**config.mk**
```make
export PLATFORM = sky130hd
export DESIGN_NAME = smbblk_engine
export DESIGN_NICKNAME = d
export VERILOG_FILES = /design/src/rtl/smbblk_pkg.sv /design/src/rtl/smbblk_buf.sv /design/src/rtl/smbblk_seq.sv /design/src/rtl/smbblk_engine.sv
export SDC_FILE = /design/constraint.sdc
export NUM_CORES = 1
export LEC_CHECK = 0
export ABC_AREA = 1
export BUFFER_PORTS_ARGS = -buffer_cell sky130_fd_sc_hd__buf_2
export CAP_MARGIN = 20
export CORE_MARGIN = 3
export CORE_UTILIZATION = 30
export DETAILED_ROUTE_END_ITERATION = 8
export SETUP_SLACK_MARGIN = 0.3
export SYNTH_ARGS = -nofsm -noshare
export SYNTH_HDL_FRONTEND = slang
export SYNTH_SLANG_ARGS = --single-unit
export TNS_END_PERCENT = 10
```
**constraint.sdc**
```tcl
create_clock -name clk_i -period 2.98 [get_ports clk_i]
set_input_delay 0 -clock clk_i [delete_from_list [all_inputs] [get_ports clk_i]]
set_output_delay 0 -clock clk_i [all_outputs]
set_load 0.02 [all_outputs]
```
**src/rtl/smbblk_pkg.sv**
```systemverilog
package smbblk_pkg;
  localparam int REG_AW = 3;

  localparam logic [REG_AW-1:0] A_STAT = 3'd0;
  localparam logic [REG_AW-1:0] A_CTRL = 3'd1;
  localparam logic [REG_AW-1:0] A_CNT  = 3'd2;
  localparam logic [REG_AW-1:0] A_BLK  = 3'd3;
  localparam logic [REG_AW-1:0] A_AUX  = 3'd4;

  // control field positions
  localparam int C_RD    = 0;
  localparam int C_I2C   = 3;
  localparam int C_LAST  = 5;
  localparam int C_START = 6;

  // status field positions
  localparam int S_BUSY = 0;
  localparam int S_CMPL = 1;
  localparam int S_PERR = 4;
  localparam int S_BD   = 7;

  typedef enum logic [2:0] {
    ST_IDLE,
    ST_CNT,
    ST_DATA,
    ST_HOLD,
    ST_STOP
  } seq_state_e;
endpackage

```
**src/rtl/smbblk_buf.sv**
```systemverilog
module smbblk_buf #(
  parameter int DEPTH = 32,
  parameter int DW    = 8,
  localparam int AW   = $clog2(DEPTH),
  localparam int IW   = $clog2(DEPTH + 1)
) (
  input  logic          clk_i,
  input  logic          sw_we_i,
  input  logic [IW-1:0] sw_idx_i,
  input  logic [DW-1:0] sw_wd_i,
  output logic [DW-1:0] sw_rd_o,
  input  logic          eng_we_i,
  input  logic [IW-1:0] eng_idx_i,
  input  logic [DW-1:0] eng_wd_i,
  output logic [DW-1:0] eng_rd_o
);
  logic [DW-1:0] mem [DEPTH];

  logic sw_ok, eng_ok;
  assign sw_ok  = sw_idx_i < IW'(DEPTH);
  assign eng_ok = eng_idx_i < IW'(DEPTH);

  // engine port wins on a same-entry collision
  always_ff @(posedge clk_i) begin
    for (int e = 0; e < DEPTH; e++) begin
      if (eng_we_i && eng_ok && eng_idx_i[AW-1:0] == AW'(e))
        mem[e] <= eng_wd_i;
      else if (sw_we_i && sw_ok && sw_idx_i[AW-1:0] == AW'(e))
        mem[e] <= sw_wd_i;
    end
  end

  assign sw_rd_o  = sw_ok  ? mem[sw_idx_i[AW-1:0]]  : '0;
  assign eng_rd_o = eng_ok ? mem[eng_idx_i[AW-1:0]] : '0;
endmodule

```
**src/rtl/smbblk_seq.sv**
```systemverilog
module smbblk_seq
  import smbblk_pkg::*;
#(
  parameter int DEPTH = 32,
  parameter int DW    = 8,
  localparam int IW   = $clog2(DEPTH + 1)
) (
  input  logic          clk_i,
  input  logic          rst_ni,
  input  logic          start_i,
  input  logic          rd_i,
  input  logic          i2c_i,
  input  logic          buf_en_i,
  input  logic          last_i,
  input  logic [DW-1:0] cnt_i,
  input  logic          byte_done_i,
  input  logic [DW-1:0] hold_i,
  input  logic [DW-1:0] buf_rd_i,
  output logic [IW-1:0] eng_idx_o,
  output logic          buf_we_o,
  output logic          hold_we_o,
  output logic          cnt_we_o,
  output logic          bd_set_o,
  output logic          done_set_o,
  output logic          perr_set_o,
  output logic          busy_o,
  output logic          lnk_req_o,
  output logic          lnk_rd_o,
  output logic          lnk_nack_o,
  output logic          lnk_stop_o,
  output logic [DW-1:0] lnk_wdata_o,
  input  logic          lnk_done_i,
  input  logic [DW-1:0] lnk_rdata_i
);
  seq_state_e    st_q, st_d;
  logic [IW-1:0] k_q, k_d;
  logic [DW-1:0] len_q, len_d;
  logic          rd_q, rd_d, i2c_q, i2c_d, bm_q, bm_d;
  logic          fin_q, fin_d, err_q, err_d;
  logic [DW-1:0] kp1;
  logic          nack, fin;

  function automatic logic in_range(input logic [DW-1:0] n);
    return (n != '0) && (n <= DW'(DEPTH));
  endfunction

  assign kp1  = DW'(k_q) + DW'(1);
  assign nack = rd_q && (bm_q ? (kp1 == len_q) : last_i);
  assign fin  = rd_q ? nack : (kp1 == len_q);

  always_comb begin
    st_d = st_q; k_d = k_q; len_d = len_q; fin_d = fin_q; err_d = err_q;
    rd_d = rd_q; i2c_d = i2c_q; bm_d = bm_q;
    buf_we_o = 1'b0; hold_we_o = 1'b0; cnt_we_o = 1'b0;
    bd_set_o = 1'b0; done_set_o = 1'b0; perr_set_o = 1'b0;
    unique case (st_q)
      ST_IDLE: if (start_i) begin
        rd_d = rd_i; i2c_d = i2c_i; bm_d = buf_en_i;
        k_d = '0; len_d = cnt_i; err_d = 1'b0;
        // length known up front: reject before touching the bus
        if ((!rd_i || (i2c_i && buf_en_i)) && !in_range(cnt_i))
          perr_set_o = 1'b1;
        else
          st_d = i2c_i ? ST_DATA : ST_CNT;
      end
      ST_CNT: if (lnk_done_i) begin
        if (rd_q) begin
          cnt_we_o = 1'b1;
          if (!in_range(lnk_rdata_i)) begin
            perr_set_o = 1'b1; err_d = 1'b1; st_d = ST_STOP;
          end else begin
            len_d = lnk_rdata_i; st_d = ST_DATA;
          end
        end else begin
          st_d = ST_DATA;
        end
      end
      ST_DATA: if (lnk_done_i) begin
        k_d = k_q + IW'(1);
        if (rd_q) begin
          buf_we_o  = bm_q;
          hold_we_o = !bm_q;
        end
        if (bm_q) begin
          st_d = fin ? ST_STOP : ST_DATA;
        end else begin
          bd_set_o = 1'b1; fin_d = fin; st_d = ST_HOLD;
        end
      end
      ST_HOLD: if (!byte_done_i) st_d = fin_q ? ST_STOP : ST_DATA;
      ST_STOP: if (lnk_done_i) begin
        done_set_o = !err_q;
        st_d = ST_IDLE;
      end
      default: st_d = ST_IDLE;
    endcase
  end

  always_ff @(posedge clk_i or negedge rst_ni) begin
    if (!rst_ni) begin
      st_q <= ST_IDLE; k_q <= '0; len_q <= '0; fin_q <= 1'b0; err_q <= 1'b0;
      rd_q <= 1'b0; i2c_q <= 1'b0; bm_q <= 1'b0;
    end else begin
      st_q <= st_d; k_q <= k_d; len_q <= len_d; fin_q <= fin_d; err_q <= err_d;
      rd_q <= rd_d; i2c_q <= i2c_d; bm_q <= bm_d;
    end
  end

  assign eng_idx_o   = k_q;
  assign busy_o      = st_q != ST_IDLE;
  assign lnk_req_o   = (st_q == ST_CNT) || (st_q == ST_DATA) || (st_q == ST_STOP);
  assign lnk_stop_o  = st_q == ST_STOP;
  assign lnk_rd_o    = rd_q && (st_q != ST_STOP) && lnk_req_o;
  assign lnk_nack_o  = (st_q == ST_DATA) && nack;
  assign lnk_wdata_o = (st_q == ST_CNT)  ? len_q :
                       (st_q == ST_DATA) ? (bm_q ? buf_rd_i : hold_i) : '0;


  req_hold_chk: assert property (@(posedge clk_i) disable iff (!rst_ni)
    (lnk_req_o && !lnk_done_i) |=> (lnk_req_o && $stable(lnk_stop_o)));

  bd_quiet_chk: assert property (@(posedge clk_i) disable iff (!rst_ni)
    (byte_done_i && busy_o && !bm_q) |-> !lnk_req_o);

  nack_rd_chk: assert property (@(posedge clk_i) disable iff (!rst_ni)
    lnk_nack_o |-> (lnk_rd_o && !lnk_stop_o));

  cmpl_stop_chk: assert property (@(posedge clk_i) disable iff (!rst_ni)
    done_set_o |-> (lnk_stop_o && lnk_done_i));

  err_excl_chk: assert property (@(posedge clk_i) disable iff (!rst_ni)
    !(perr_set_o && done_set_o));
endmodule

```
**src/rtl/smbblk_engine.sv**
```systemverilog
module smbblk_engine
  import smbblk_pkg::*;
#(
  parameter int DEPTH = 32,
  parameter int DW    = 8,
  localparam int IW   = $clog2(DEPTH + 1)
) (
  input  logic              clk_i,
  input  logic              rst_ni,
  input  logic [REG_AW-1:0] reg_addr_i,
  input  logic              reg_wr_i,
  input  logic              reg_rd_i,
  input  logic [DW-1:0]     reg_wdata_i,
  output logic [DW-1:0]     reg_rdata_o,
  output logic              lnk_req_o,
  output logic              lnk_rd_o,
  output logic              lnk_nack_o,
  output logic              lnk_stop_o,
  output logic [DW-1:0]     lnk_wdata_o,
  input  logic              lnk_done_i,
  input  logic [DW-1:0]     lnk_rdata_i
);
  logic [DW-1:0] ctrl_q, cnt_q, hold_q;
  logic [1:0]    aux_q;
  logic [IW-1:0] idx_q, eng_idx;
  logic          bd_q, perr_q, cmpl_q;
  logic          busy, start;
  logic          buf_we, hold_we, cnt_we, bd_set, done_set, perr_set;
  logic [DW-1:0] sw_rd, eng_rd;
  logic          wr_stat, wr_ctrl, wr_cnt, wr_blk, wr_aux, rd_ctrl, rd_blk;
  logic          sw_buf_we;

  assign wr_stat = reg_wr_i && reg_addr_i == A_STAT;
  assign wr_ctrl = reg_wr_i && reg_addr_i == A_CTRL;
  assign wr_cnt  = reg_wr_i && reg_addr_i == A_CNT;
  assign wr_blk  = reg_wr_i && reg_addr_i == A_BLK;
  assign wr_aux  = reg_wr_i && reg_addr_i == A_AUX;
  assign rd_ctrl = reg_rd_i && reg_addr_i == A_CTRL;
  assign rd_blk  = reg_rd_i && reg_addr_i == A_BLK;

  assign start     = wr_ctrl && reg_wdata_i[C_START] && !busy;
  assign sw_buf_we = wr_blk && aux_q[1];

  smbblk_buf #(.DEPTH(DEPTH), .DW(DW)) u_buf (
    .clk_i     (clk_i),
    .sw_we_i   (sw_buf_we),
    .sw_idx_i  (idx_q),
    .sw_wd_i   (reg_wdata_i),
    .sw_rd_o   (sw_rd),
    .eng_we_i  (buf_we),
    .eng_idx_i (eng_idx),
    .eng_wd_i  (lnk_rdata_i),
    .eng_rd_o  (eng_rd)
  );

  smbblk_seq #(.DEPTH(DEPTH), .DW(DW)) u_seq (
    .clk_i       (clk_i),
    .rst_ni      (rst_ni),
    .start_i     (start),
    .rd_i        (reg_wdata_i[C_RD]),
    .i2c_i       (reg_wdata_i[C_I2C]),
    .buf_en_i    (aux_q[1]),
    .last_i      (ctrl_q[C_LAST]),
    .cnt_i       (cnt_q),
    .byte_done_i (bd_q),
    .hold_i      (hold_q),
    .buf_rd_i    (eng_rd),
    .eng_idx_o   (eng_idx),
    .buf_we_o    (buf_we),
    .hold_we_o   (hold_we),
    .cnt_we_o    (cnt_we),
    .bd_set_o    (bd_set),
    .done_set_o  (done_set),
    .perr_set_o  (perr_set),
    .busy_o      (busy),
    .lnk_req_o   (lnk_req_o),
    .lnk_rd_o    (lnk_rd_o),
    .lnk_nack_o  (lnk_nack_o),
    .lnk_stop_o  (lnk_stop_o),
    .lnk_wdata_o (lnk_wdata_o),
    .lnk_done_i  (lnk_done_i),
    .lnk_rdata_i (lnk_rdata_i)
  );

  always_ff @(posedge clk_i or negedge rst_ni) begin
    if (!rst_ni) begin
      ctrl_q <= '0; cnt_q <= '0; hold_q <= '0; aux_q <= '0; idx_q <= '0;
      bd_q <= 1'b0; perr_q <= 1'b0; cmpl_q <= 1'b0;
    end else begin
      if (wr_ctrl) ctrl_q <= reg_wdata_i & ~(DW'(1) << C_START);
      if (wr_aux)  aux_q  <= reg_wdata_i[1:0];

      if (cnt_we)      cnt_q <= lnk_rdata_i;
      else if (wr_cnt) cnt_q <= reg_wdata_i;

      if (hold_we)                 hold_q <= lnk_rdata_i;
      else if (wr_blk && !aux_q[1]) hold_q <= reg_wdata_i;

      // control read rewinds; buffered port accesses advance and saturate
      if (rd_ctrl)
        idx_q <= '0;
      else if ((wr_blk || rd_blk) && aux_q[1] && idx_q < IW'(DEPTH))
        idx_q <= idx_q + IW'(1);

      if (bd_set)                          bd_q <= 1'b1;
      else if (wr_stat && reg_wdata_i[S_BD]) bd_q <= 1'b0;
      if (perr_set)                            perr_q <= 1'b1;
      else if (wr_stat && reg_wdata_i[S_PERR]) perr_q <= 1'b0;
      if (done_set)                            cmpl_q <= 1'b1;
      else if (wr_stat && reg_wdata_i[S_CMPL]) cmpl_q <= 1'b0;
    end
  end

  always_comb begin
    reg_rdata_o = '0;
    unique case (reg_addr_i)
      A_STAT: begin
        reg_rdata_o[S_BD]   = bd_q;
        reg_rdata_o[S_PERR] = perr_q;
        reg_rdata_o[S_CMPL] = cmpl_q;
        reg_rdata_o[S_BUSY] = busy;
      end
      A_CTRL:  reg_rdata_o = ctrl_q;
      A_CNT:   reg_rdata_o = cnt_q;
      A_BLK:   reg_rdata_o = aux_q[1] ? sw_rd : hold_q;
      A_AUX:   reg_rdata_o[1:0] = aux_q;
      default: reg_rdata_o = '0;
    endcase
  end


  idx_sat_chk: assert property (@(posedge clk_i) disable iff (!rst_ni)
    idx_q <= IW'(DEPTH));

  busy_end_chk: assert property (@(posedge clk_i) disable iff (!rst_ni)
    $fell(busy) |-> (cmpl_q || perr_q));
endmodule

```
==> flow_summary.toml, run 1 <==
[outcome]
status = "complete, no violations"

[power_and_ir_drop]
ir_drop_v = 0.000527
p_switching_mw = 8.31
clkPwrFrac_pct = 25.9
power_density_mw_per_mm2 = 797
total_power_mw = 19.1
sw_frac_of_total_pct = 43.4
p_seq_share_pct = 28.0
p_int_mw = 10.8
comb_power_share_pct = 46.2
leakage_nw = 10.0

[setup_path]
cp_num_buf_inv = 3
timing.critical_path.mode_cell = "nand3_1"
crit_chain = "buf_12 > buf_16 > a21oi_1 > o21ai_1 > nand3_1 > nand4_1 > nand3_1 > nand2_1 > buf_4"
critPathArrivalTime_ns = 2.79
required_ns = 2.98
setup.worst_path.start = "u_seq.eng_idx_o[0]"
path_max_fanout = 26
cp-end-kind = "primary output"
cp_slowest_cell = "dfrtp_4"
path_class = "register to primary output"
r2r_start = "u_seq.eng_idx_o[0]"
crit_family = "simple AND/OR/NAND/NOR gates"
cp-start-kind = "register"
slowest_delay_ns = 0.55

[synthesis]
syn-num-nets = 2717
synth_area_mm2 = 0.0202
async_reset_ff_share_pct = 17.7
syn_avg_cell_area_um2 = 7.52
seq_area_frac_synth_pct = 44.9
synthFlopType = "edfxtp_1"
yosys_register_bits = 311
synth_cell_types = 40
synth_cells = 2681
synth_edf_count = 256
synth_warnings = 0

[sta]
fin_crit_ns = 2.79
max_freq_mhz = 359
worstMarginPinSlew_ns = 1.03
hold_viol = 0
drv_slew = 0
finalSetupTns_ns = 0
finalSetupViolCount = 0
period_share_pct = 93.5
holdWs_ns = 0.0699
fin_skew_ns = 0.0140
setup_ws_ns = 0.194
rsz0062_at_grt = "yes"
maxSlewHeadroom_pct = 31.1

[finish]
drive_gt1_share_pct = 16.0
layoutNonFillerInstCount = 3625
syn2layout_area_growth_pct = 19.1
post-route-util_pct = 36.3
fin_nets = 2766
multi_input_area_mm2 = 0.00958
regArea_mm2 = 0.00908
fill_cells = 6753
final_area_mm2 = 0.0240

[global_route]
grt_antenna_before_repair = 1
grt.total_usage_pct = 22.3
grt_pass1_vias = 18600
grt_pass1_wl_um = 119000
grt_max_degree = 64
gr-total-overflow = 0

[floorplanning]
die_area_mm2 = 0.0704
rows = 94
die_h_um = 265
start_util_pct = 30.5
core_area_mm2 = 0.0662
die_w_um = 265
io_pins = 44

[routing]
num_vias = 19700
drc = 0
routed_wl_um = 80600
first_iter_violations = 2621
vias_per_cell = 5.44
first_pass_iters = 8
post_drt_wl_per_cell_um = 22.2
ant_nets = 0

[hold_path]
hold_class = "input pin to register"
hold_path.startpoint = "reg_addr_i[2]"

[placement]
place.gp.congestion = 0.996
placed_area_mm2 = 0.0214
placedCellCount = 3489
dp_hpwl_um = 51100
port_buffers = 43
dpl_worst_slack_ns = 0.441

[clocking]
cts-root-buf = "clkbuf_16"
clk_pin_slew_worst_paths_ns = 0.06
cts_num_sinks = 311
numCtsBuffers = 39
clock_latency_ns = 0.57
cts_tree = "yes"
cts.htree.levels = 2
cts_buffer_depth = 3

[job]
max_cap_viol_count = 0
==> cell usage after synthesis (22+ instances only) <==
master	n	area [um2]
o21ai_1	61	305
dfrtp_1	55	1380
a21oi_1	140	701
o21ai_0	411	2060
buf_2	22	110
nor2_1	220	826
o22ai_1	31	194
nand3_1	147	736
o21ai_2	41	359
inv_1	228	856
clkbuf_1	135	507
edfxtp_1	256	7690
nand2_1	750	2820
==> state kept, by name, summed over array words and instances (netlist names) <==
signal           cells
u_buf.mem          256
cnt_q                8
hold_q               8
u_seq.len_q          8
ctrl_q               7
idx_q                6
u_seq.eng_idx_o      6
u_seq.st_q           3
aux_q                2
bd_q                 1
cmpl_q               1
perr_q               1
u_seq.bm_q           1
u_seq.err_q          1
u_seq.fin_q          1
u_seq.rd_q           1
==> power by group through the flow <==
| stage | sequential (mW) | combinational (mW) | clock, mW |
|---|---|---|---|
| 4_1_cts | 5.33 | 8.17 | 4.99 |
| 3_5_place_dp | 5.42 | 7.14 | 0 |
| 3_3_place_gp | 5.42 | 7.12 | 0 |
| 6_report | 5.35 | 8.84 | 4.95 |
| 5_1_grt | 5.38 | 9.33 | 5.17 |
| 2_1_floorplan | 5.26 | 4.54 | 0 |
==> cells in the final DEF (no fill, tap or decap), types with 5 or more instances in the layout <==
cell / Yosys / final
dlygate4sd3_1: 0 / 25
o21ai_1: 61 / 79
edfxtp_1: 256 / 256
nor2_1: 220 / 204
inv_2: 6 / 9
inv_1: 228 / 221
a21oi_2: 0 / 14
nand2_2: 12 / 46
nand2_1: 750 / 713
buf_12: 0 / 9
clkinv_2: 0 / 12
a221oi_1: 5 / 5
a21oi_1: 140 / 125
nor2_2: 2 / 12
nor3_1: 5 / 5
o221ai_1: 9 / 9
nand4_1: 16 / 16
ha_1: 12 / 9
bufinv_16: 0 / 5
o22ai_1: 31 / 31
nand3_1: 147 / 137
buf_16: 0 / 9
buf_2: 22 / 34
o21ai_2: 41 / 43
buf_4: 9 / 116
clkbuf_16: 0 / 43
nor2_4: 4 / 10
nand3_2: 8 / 18
clkinv_1: 2 / 8
nand3_4: 17 / 17
dfrtp_1: 55 / 49
buf_6: 14 / 11
o211ai_1: 21 / 21
o21ai_0: 411 / 391
==> repair_timing <==
item | 4_1_cts | 5_1_grt
hold buffers | 25 | 0
hold endpoints to repair | 72 | 0
endpoints found under the setup margin | 16 | 25
resized for setup | 77 | 89
gates cloned | 8 | 2
buffers inserted | 22 | 6
pin swaps | 22 | 36
==> worst reg2reg max path, cell delays in order (launching register included) <==
cell     delay [ns]
dfrtp_4        0.55
ha_4           0.20
inv_4          0.06
nor2_4         0.04
ha_4           0.28
nand2_1        0.05
nand2_1        0.07
nand2_1        0.05
nor2_1         0.10
nand3_1        0.10
nor2_2         0.12
nand2_1        0.09
nand2_1        0.09
nand2_2        0.07
buf_4          0.14
buf_4          0.12
buf_4          0.12
buf_4          0.12
buf_4          0.12
a21oi_2        0.12
==> routing by layer <==
layer	part of all wire (%)	vias to the layer above	GRT usage [%]
met5	0	-	0
met4	4.5	0	10.4
met3	11	237	5.36
met2	45	1146	34.8
met1	40	9239	29.3
li1	-	9106	-
==> final timing paths <==
path                                  end  slack (ns)  depth (start not counted)
max                        lnk_wdata_o[7]        0.19                          9
min                                  bd_q        0.07                          7
max reg2reg                   u_seq.fin_q        0.31                         19
min reg2reg                        cmpl_q        0.47                          1
max in group asynchronous       ctrl_q[4]        1.99                          3
min in group asynchronous     u_seq.fin_q        0.19                          2
==> final cells by class <==
cell class                      instances  share of cell area [%]
Tap cell                              864                    4.50
Antenna cell                            1                  0.0104
Sequential cell                       311                    37.8
Clock inverter                         25                    1.05
Timing Repair Buffer                  212                    8.48
Clock buffer                           46                    4.43
Inverter                              237                    3.81
Multi-Input combinational cell       1929                    39.9
==> kinds of logic after synthesis <==
group	Yosys count	share of synthesized area [%]
AO/OA/AOI/OAI	725	19.5
flip-flops	311	44.9
multiplexers	1	0.0496
XOR/XNOR	3	0.130
AND/OR/NAND/NOR	1188	25.4
buffers and inverters	441	9.21
adder cells (fa/ha/maj)	12	0.744
Note: power is estimated with default switching activity, not from simulation.
==> run 2: changes to the inputs <==
- clock period: 2.98 -> 2.8 ns (I/O delays scaled with it)
==> run 2 against run 1 <==
- die area unchanged
- combinational power rose by 15%
- first-iteration DRC count fell by 7.8%
- sequential power rose by 6.5%
- critical path depth up 3
- wire length up 0.31%
- total power is 6.8% higher
- highest routed layer unchanged
==> flow_summary.toml, run 2 (same netlist as run 1, synthesis figures left out) <==
[floorplanning]
start_util_pct = 30.5
io_pins = 44
die_h_um = 265
rows = 94
die_w_um = 265
core_area_mm2 = 0.0662
die_area_mm2 = 0.0704

[routing]
routed_wl_um = 80900
vias_per_cell = 5.42
drc = 0
post_drt_wl_per_cell_um = 22.3
first_pass_iters = 6
ant_nets = 0
first_iter_violations = 2416
num_vias = 19600

[finish]
layout_commonest_cell = "nand2_1"
largest_register = "u_buf.mem"
fin_nets = 2774
antenna_cells = 0
post-route-util_pct = 36.4
drive_gt1_share_pct = 16.3
final_cell_mix = "nand2_1, o21ai_0, edfxtp_1"
syn2layout_area_growth_pct = 19.5
largest_reg_flops = 256
final_area_mm2 = 0.0241
fill_cells = 6781

[clocking]
clk_pin_slew_worst_paths_ns = 0.06
cts_tree = "yes"
cts_num_sinks = 311
cts.htree.levels = 2
numCtsBuffers = 36
clock_latency_ns = 0.55
cts_buffer_depth = 3
cts-root-buf = "clkbuf_16"

[global_route]
grt.total_usage_pct = 21.7
grt_max_degree = 66
grt_antenna_before_repair = 0
grt_pass1_vias = 18000
grt_pass1_wl_um = 115000
gr-total-overflow = 0

[sta]
max_freq_mhz = 363
fin_skew_ns = 0.0140
worstMarginPinSlew_ns = 0.755
drv_slew = 0
hold_viol = 0
fin_crit_ns = 2.75
maxSlewHeadroom_pct = 49.6
finalSetupViolCount = 0
rsz0062_at_grt = "yes"
period_share_pct = 98.3

[setup_path]
required_ns = 2.80
timing.rr.end = "u_seq.st_q[1]"
critPathArrivalTime_ns = 2.75
cp-start-kind = "register"
r2r_cells = 20
cp-end-kind = "primary output"
r2r_start = "u_seq.eng_idx_o[0]"
path_class = "register to primary output"
r2r_slack_ns = 0.11
path_max_fanout = 6

[placement]
port_buffers = 43
place.gp.congestion = 0.964
placed_area_mm2 = 0.0215
dp_hpwl_um = 51000

[power_and_ir_drop]
p_int_mw = 11.5
ir_drop_v = 0.000509
leakage_nw = 10.0
comb_power_share_pct = 49.7
sw_frac_of_total_pct = 43.9
clkPwrFrac_pct = 22.4
power_density_mw_per_mm2 = 848
p_switching_mw = 8.98
p_seq_share_pct = 27.9

[hold_path]
hold_class = "input pin to asynchronous set/reset pin"

[outcome]
status = "complete, no violations"

[job]
max_cap_viol_count = 0
-- run 2: cell count changes in the layout (fill, tap and decap cells not counted), sizes merged --
cell	previous run	this run
bufbuf	3	1
inv	233	234
clkbuf	48	54
dlygate4sd3	25	18
clkinvlp	2	3
buf	182	197
clkinv	22	13
bufinv	5	2
diode	1	0
-- run 2: power by group through the flow --
stage	Sequential (mW)	Combinational (mW)	Clock, mW
after global placement	5.72	7.82	0
after global routing	5.73	10.7	4.80
after detailed placement	5.72	7.85	0
final	5.70	10.2	4.59
after CTS	5.67	8.82	4.62
after floorplan	5.59	4.84	0
-- run 2: worst max-delay path by stage --
stage	from	endpoint	slack (ns)	cells past startpoint
global placement	idx_q[5]	u_buf.mem[11][5]	0.30	8
global route	u_seq.eng_idx_o[0]	lnk_nack_o	-0.05	15
finish	u_seq.eng_idx_o[1]	lnk_wdata_o[4]	0.05	12
CTS	u_seq.eng_idx_o[1]	lnk_nack_o	0.1	14
detailed placement	idx_q[5]	u_buf.mem[11][5]	0.29	8
floorplan	idx_q[0]	u_buf.mem[12][0]	0.15	9
-- run 2: through the flow --
stage	worst slack [ns]	power (mW)	setup TNS, ns	hold WS [ns]	cells
global route	-0.0519	21.2	-0.0565	0.113	3626
finish	0.0470	20.4	0	0.0635	3626
global placement	0.301	13.5	0	0.0857	3493
floorplan	0.145	10.4	0	-0.296	2681
CTS	0.0984	19.1	0	0.0399	3606
detailed placement	0.291	13.6	0	0.0858	3493
-- run 2: cell type report --
| type | instances | area [um2] | area share (%) |
|---|---|---|---|
| inverters | 237 | 923 | 3.83 |
| repair buffers | 223 | 2310 | 9.58 |
| clock inverters | 15 | 120 | 0.498 |
| multi-input cells | 1929 | 9630 | 39.9 |
| well taps | 864 | 1080 | 4.49 |
| flip-flops and latches | 311 | 9080 | 37.7 |
| clock buffers | 47 | 963 | 4.00 |
-- run 2: critical path, cell delays in order (launching register included) --
cell and delay (ns):
dfrtp_4 0.47, buf_16 0.12, clkinvlp_4 0.10, buf_12 0.16, buf_12 0.13, clkbuf_16 0.17
a21oi_2 0.10, o21ai_0 0.09, nand3_1 0.12, nand4_1 0.30, nand3_2 0.19, nand2_2 0.09
buf_4 0.16
-- run 2: routing by layer --
layer,track usage [%],up-vias,share of wire (%)
li1,-,9102,-
met1,28.7,9196,41
met2,34.0,1117,44
met3,4.95,221,10
met4,9.91,0,4.8
met5,0,-,0
-- run 2: repair_timing --
action                                  4_1_cts  5_1_grt
pin swaps                                    23       64
resized for setup                            57      152
endpoints found under the setup margin       31      197
gates cloned                                  7        7
endpoints found under the hold margin        58        0
setup buffers                                26       13
hold buffers                                 18        0
